**src/rtl/ctr_pkg.sv**
```systemverilog
package ctr_pkg;
  // Terminal value of a stage for the selected sequence
  function automatic int unsigned term_value(input bit decade, input int unsigned width);
    return decade ? 9 : ((1 << width) - 1);
  endfunction
endpackage

```
**src/rtl/ctr_term.sv**
```systemverilog
module ctr_term #(
  parameter int WIDTH  = 4,
  parameter bit DECADE = 1'b1
) (
  input  logic [WIDTH-1:0] q,
  input  logic             en_t,
  output logic             at_term,
  output logic             rco
);
  localparam logic [WIDTH-1:0] TERM = WIDTH'(ctr_pkg::term_value(DECADE, WIDTH));

  always_comb begin
    at_term = (q == TERM);
    rco     = at_term & en_t;
  end
endmodule

```
**src/rtl/ctr_next.sv**
```systemverilog
module ctr_next #(
  parameter int WIDTH = 4
) (
  input  logic [WIDTH-1:0] q,
  input  logic [WIDTH-1:0] din,
  input  logic             ld_n,
  input  logic             en_p,
  input  logic             en_t,
  input  logic             at_term,
  output logic [WIDTH-1:0] nxt
);
  // Load beats count, count beats hold; clear is applied by the caller
  always_comb begin
    if (!ld_n)
      nxt = din;
    else if (en_p && en_t)
      nxt = at_term ? '0 : q + WIDTH'(1);
    else
      nxt = q;
  end
endmodule

```
**src/rtl/ctr_stage.sv**
```systemverilog
module ctr_stage #(
  parameter int WIDTH     = 4,
  parameter bit DECADE    = 1'b1,
  parameter bit ASYNC_CLR = 1'b1
) (
  input  logic             clk,
  input  logic             clr_n,
  input  logic             ld_n,
  input  logic [WIDTH-1:0] din,
  input  logic             en_p,
  input  logic             en_t,
  output logic [WIDTH-1:0] q,
  output logic             rco
);
  localparam logic [WIDTH-1:0] TERM = WIDTH'(ctr_pkg::term_value(DECADE, WIDTH));

  logic [WIDTH-1:0] cnt_q;
  logic [WIDTH-1:0] cnt_nxt;
  logic             at_term;

  ctr_term #(.WIDTH(WIDTH), .DECADE(DECADE)) u_term (
    .q(cnt_q), .en_t(en_t), .at_term(at_term), .rco(rco)
  );

  ctr_next #(.WIDTH(WIDTH)) u_next (
    .q(cnt_q), .din(din), .ld_n(ld_n), .en_p(en_p), .en_t(en_t),
    .at_term(at_term), .nxt(cnt_nxt)
  );

  generate
    if (ASYNC_CLR) begin : g_aclr
      always_ff @(posedge clk or negedge clr_n) begin
        if (!clr_n) cnt_q <= '0;
        else        cnt_q <= cnt_nxt;
      end

      aclr_zero_chk: assert property (@(posedge clk) !clr_n |-> cnt_q == '0);
    end else begin : g_sclr
      always_ff @(posedge clk) begin
        if (!clr_n) cnt_q <= '0;
        else        cnt_q <= cnt_nxt;
      end

      sclr_zero_chk: assert property (@(posedge clk) !clr_n |=> cnt_q == '0);
    end
  endgenerate

  assign q = cnt_q;


  load_take_chk: assert property (@(posedge clk) disable iff (!clr_n)
    !ld_n |=> (!clr_n || q == $past(din)));

  hold_chk: assert property (@(posedge clk) disable iff (!clr_n)
    (ld_n && !(en_p && en_t)) |=> (!clr_n || $stable(q)));

  wrap_chk: assert property (@(posedge clk) disable iff (!clr_n)
    (ld_n && en_p && en_t && q == TERM) |=> (!clr_n || q == '0));

  rco_gate_chk: assert property (@(posedge clk) disable iff (!clr_n)
    (!en_t || q != TERM) |-> !rco);
endmodule

```
**config.mk**
```make
export PLATFORM = sky130hd
export DESIGN_NAME = ctr_stage
export DESIGN_NICKNAME = d
export VERILOG_FILES = /design/src/rtl/ctr_pkg.sv /design/src/rtl/ctr_term.sv /design/src/rtl/ctr_next.sv /design/src/rtl/ctr_stage.sv
export SDC_FILE = /design/constraint.sdc
export NUM_CORES = 1
export LEC_CHECK = 0
export BUFFER_PORTS_ARGS = -buffer_cell sky130_fd_sc_hd__buf_4
export CORE_AREA = 2 2 39 41
export CTS_CLUSTER_DIAMETER = 200
export DETAILED_ROUTE_END_ITERATION = 16
export DIE_AREA = 0 0 41 43
export PLACE_DENSITY = 0.44
export SETUP_SLACK_MARGIN = 0.1
export SKIP_CTS_REPAIR_TIMING = 1
export SYNTH_ARGS = -nofsm -noshare
export SYNTH_HDL_FRONTEND = slang
export SYNTH_HIERARCHICAL = 1
export SYNTH_SLANG_ARGS = --single-unit
```
**constraint.sdc**
```tcl
create_clock -name clk -period 1.5 [get_ports clk]
set_input_delay 0.45 -clock clk [delete_from_list [all_inputs] [get_ports clk]]
set_output_delay 0.45 -clock clk [all_outputs]
set_load 0.005 [all_outputs]
```
======== Word level (Yosys, flattened, before mapping) ========
Index checks and enable logic that the tools add are counted.
Widths: inputs -> output; s select.
storage, ports and cells
  input port bits ......................... 9
  output and inout bits ................... 5
  register bits after elaboration ......... 4
  logic and storage cells ................. 9
cells by class
  reductions and logical operators ........ 1
  add/sub/neg operators ................... 1
  muxes and demuxes ....................... 3
  eq/ne operators ......................... 2
  bitwise gates (word level) .............. 1
operator list
  kind                 count
  $mux 4               3
  $add 4x1->4 const B  1
  $eq 4x4->1 const B   1
  $ne 2x1->1 const B   1
  $and 1x1->1          1
  $logic_and 1x1->1    1

======== Logic depth before layout (Yosys ltp) ========
  depth after elaboration ................. 4
  mapped depth ............................ 4
  gate-level depth less buffers ........... 4

======== Modules after synthesis ========
Netlist, hierarchy kept.
modules (own cells, without submodules)
  module     area an instance (um2)  times used  seq. area each (um2)  cells an instance
  ctr_next   141.4                   1           0.0                   22
  ctr_stage  100.1                   1           100.1                 4
  ctr_term   18.8                    1           0.0                   2

======== Worst setup path after synthesis ========
Ideal clock, no wire load.
  kind .................................... register -> register
  start ................................... register cnt_q[0], in the netlist q[0]
  end ..................................... register cnt_q[3], in the netlist q[3]
  period minus slack after synthesis ...... 1,414 ps
  setup slack ............................. 86 ps
  library setup time ...................... 87 ps
  path buffers ............................ 0
  data required time ...................... 1,413 ps
  data arrival time ....................... 1,327 ps
  cell stages (with the launch flop) ...... 4
  cell sequence ........................... dfrtp_1 -> and4bb_1 -> or4b_1 -> o211ai_1
on the way
  longest elaborated chain between the ends .. 4
  elaborated cells on any way between the ends .. 5
  those cells by class .................... 1 x add/sub; 1 x eq/ne; 3 x mux
RTL lines
  item                      RTL line         source
  start: declaration        ctr_stage.sv:17  logic [WIDTH-1:0] cnt_q;
  start signal: assignment  ctr_stage.sv:34  else cnt_q <= cnt_nxt;
  $eq 4x4->1                ctr_term.sv:13   at_term = (q == TERM);
  via at_term               ctr_stage.sv:19  logic at_term;
  $mux 4                    ctr_next.sv:17   nxt = at_term ? '0 : q + WIDTH'(1);
  $mux 4                    ctr_next.sv:16   else if (en_p && en_t)
  $mux 4                    ctr_next.sv:14   if (!ld_n)
  via cnt_nxt[3]            ctr_stage.sv:18  logic [WIDTH-1:0] cnt_nxt;
The timed path passes the listed nets, and every way through them passes these cells. The select of a mux whose other input is x is not followed.
A chain may end at the register's enable or synchronous reset.

======== Final worst setup path ========
  start ................................... register cnt_q[1], in the netlist q[1]
  end ..................................... output rco
on the way
  longest elaborated chain between the ends .. 2
RTL lines
  item              RTL line         source
  $eq 4x4->1        ctr_term.sv:13
  via at_term       ctr_stage.sv:19
  $and 1x1->1       ctr_term.sv:14   rco = at_term & en_t;
  end: declaration  ctr_stage.sv:13  output logic rco
The timed path passes the listed nets, and every way through them passes these cells.

==> impl_metrics.py <==
metrics = {
    "outcome": {
        "status": "finished with violations",
        "violations": "setup timing",
    },
    "clock_tree": {
        "h-tree-depth": 1,
        "clock_sinks": 4,
        "cts_made_buffers": 3,
        "cts_buffer_depth": 2,
        "root_buffer": "clkbuf_4",
        "cts_tree": "yes",
        "clk_pin_slew_ps": 40,
        "insertion_delay_ps": 240,
    },
    "timing": {
        "min_period_ps": 1639,
        "relSlewSlack_pct": 85.72,
        "max_slew.worst_pin.slew_ps": 212.7,
        "rsz0062_at_grt": "yes",
        "maxSlewViolCount": 0,
        "fmax_ghz": 0.6103,
        "hold_viol": 0,
        "setup_viol": 2,
        "fin_ws_ps": -138.7,
        "finalClockSkew_ps": 0.7306,
        "whs_ps": 462.6,
        "post-route-period-util_pct": 109.2,
    },
    "worst_setup_path": {
        "endpoint": "rco",
        "start_kind": "flop",
        "worst_r2r_path_depth": 4,
        "path_class": "flop to primary output",
        "cp.required_ps": 1050,
        "end_kind": "primary output",
        "r2r-start": "q[0]$_DFF_PN0_",
        "critPathLaunch": "q[1]$_DFF_PN0_",
        "arrival_ps": 1190,
        "crit_fanout": 4,
        "worstReg2RegEnd": "q[2]$_DFF_PN0_",
        "regToRegSetupSlack_ps": -30,
    },
    "grt": {
        "met1_usage_pct": 12.05,
        "grt_start_max_net_pins": 11,
        "use_met2_pct": 11.56,
        "gr-usage-met3_pct": 7.853,
        "grt_pass1_vias": 238,
        "grt-busiest-layer": "met1",
        "grt_remaining_overflow": 0,
        "grt_first_pass_wirelength_um": 1041,
        "antenna_found_initial": 0,
        "grt_usage_pct": 9.274,
    },
    "finish": {
        "n_antenna_cell": 0,
        "fillerInstances": 150,
        "largest_reg_flops": 4,
        "drive_above_1_share_pct": 59.62,
        "nets": 64,
        "synthToLayoutAreaGrowth_pct": 98.08,
    },
    "synthesis": {
        "synth_fa_ha_area_share_pct": 4.808,
        "yosys_warnings": 6,
        "synth_top_family_by_area": "simple AND/OR/NAND/NOR gates",
        "ys_ff_latch": 4,
        "synth-seq-area-share_pct": 38.46,
        "synthArstFlopShare_pct": 100.0,
        "ys_types": 17,
        "synthXorXnorAreaFrac_pct": 0,
        "yosys-top-cells-area": "dfrtp_1 38%, or4b_1 7.7%, a31oi_1 7.2%, nor2_1 7.2%, nand4b_1 6.7%",
        "syn_avg_cell_area_um2": 9.295,
        "synth.mux.area_fraction_pct": 3.846,
        "synth-edff-count": 0,
        "ys.flop_type": "dfrtp_1",
        "synth_compound_area_share_pct": 13.94,
        "netlist_top_cells_count": "5 x nor2_1, 4 x dfrtp_1, 3 x a31oi_1, 2 x nand4b_1, 2 x or4b_1",
        "synth_top_cell_area_share_pct": 38.46,
        "syn-num-nets": 38,
        "syn_inst": 28,
        "yosysTopAreaCell": "dfrtp_1",
        "yosysMostFrequentCell": "nor2_1",
        "synth_area_um2": 260.3,
        "synthSimpleGateAreaFrac_pct": 37.02,
    },
    "power": {
        "irDropWorstVdd_v": 0.0003908,
        "cellLeakagePower_nw": 0.2312,
        "pwr_density_cell_nw_per_um2": 823.7,
        "total_power_w": 0.0004246,
    },
    "detailed_routing": {
        "ant_nets": 0,
        "first_pass_iters": 4,
        "drc": 0,
        "routedWlPerCell_um": 10.62,
        "drt_iter0_drc": 6,
        "routed_wl_um": 722,
        "vias": 307,
        "viasPerCell": 4.515,
    },
    "placed_design": {
        "gp_congestion": 0.6694,
        "place_hpwl_um": 541,
        "port_buffers": 13,
    },
    "run": {
        "maxCapViolCount": 0,
    },
    "min_path": {
        "whs_path_depth": 3,
        "hold_class": "primary input to flop",
    },
    "floorplanning": {
        "core_um2": 1384,
        "ios": 14,
        "dieArea_um2": 1763,
        "rows": 14,
        "die_y_um": 43,
        "initial_core_util_pct": 18.81,
        "die_x_um": 41,
    },
}
## logic make-up (layout without fill, tap and decap cells)
group | Yosys count | after routing
adders and majority gates | 1 | 1
DFF | 4 | 4
buffers and inverters | 1 | 25
and+or+nand+nor | 15 | 15
muxes | 1 | 1
AOI/OAI and AO/OA | 6 | 6
## worst max-delay path, cell delays in order (launching register included)
cell,delay (ps)
dfrtp_1,370
and4bb_2,350
and2_4,150
buf_6,80
## metrics by stage
stage | instance area, um2 | utilization [%] | worst slack (ps) | setup TNS [ps] | std cells
2_1_floorplan | 260.3 | - | 115.2 | 0 | 28
3_3_place_gp | 410.4 | 29.66 | 73.05 | 0 | 61
3_5_place_dp | 410.4 | 29.66 | 77.74 | 0 | 61
4_1_cts | 432.9 | 31.28 | -154.9 | -154.9 | 64
5_1_grt | 515.5 | 37.25 | -198.7 | -273.3 | 68
6_report | 515.5 | 37.25 | -138.7 | -169.4 | 68
## layer usage
| metal | part of all wire [%] | up-vias |
|---|---|---|
| li1 | - | 156 |
| met1 | 45 | 139 |
| met2 | 46 | 12 |
| met3 | 9.0 | 0 |
| met4 | 0 | 0 |
| met5 | 0 | - |
## placed cells by master, fill, tap and decap left out
cell type      count
or4b_4             1
buf_4             18
o21ai_1            1
nand3_2            1
or4b_1             1
o211ai_1           1
nor2_1             5
clkbuf_4           3
and2_4             1
nand4b_1           2
nand2_1            1
dfrtp_1            4
buf_6              3
a31oi_1            2
mux2i_1            1
dlygate4sd3_1      1
nand2_2            1
nor2b_1            1
and4bb_2           1
ha_4               1
a31oi_4            1
a21oi_1            1
## worst min path at each step
stage,from,to
final,din[0],q[0]$_DFF_PN0_
after global routing,din[0],q[0]$_DFF_PN0_
after CTS,clr_n,q[0]$_DFF_PN0_
after detailed placement,clr_n,q[0]$_DFF_PN0_
after global placement,clr_n,q[2]$_DFF_PN0_
after floorplan,clr_n,q[0]$_DFF_PN0_
## report_power, final
part / switching (W) / internal (W)
logic: 0.0000629 / 0.0000948
registers: 0.00000826 / 0.000122
clock network: 0.0000468 / 0.0000897
## cell type report
cell class	count	area, um2	share of cell area, %
timing repair buffer	22	178.9	34.71
multi-input combinational	23	193.9	37.62
clock buffer	3	22.52	4.369
sequential	4	100.1	19.42
tap	16	20.02	3.883
Note: power is estimated with default switching activity, not from simulation.
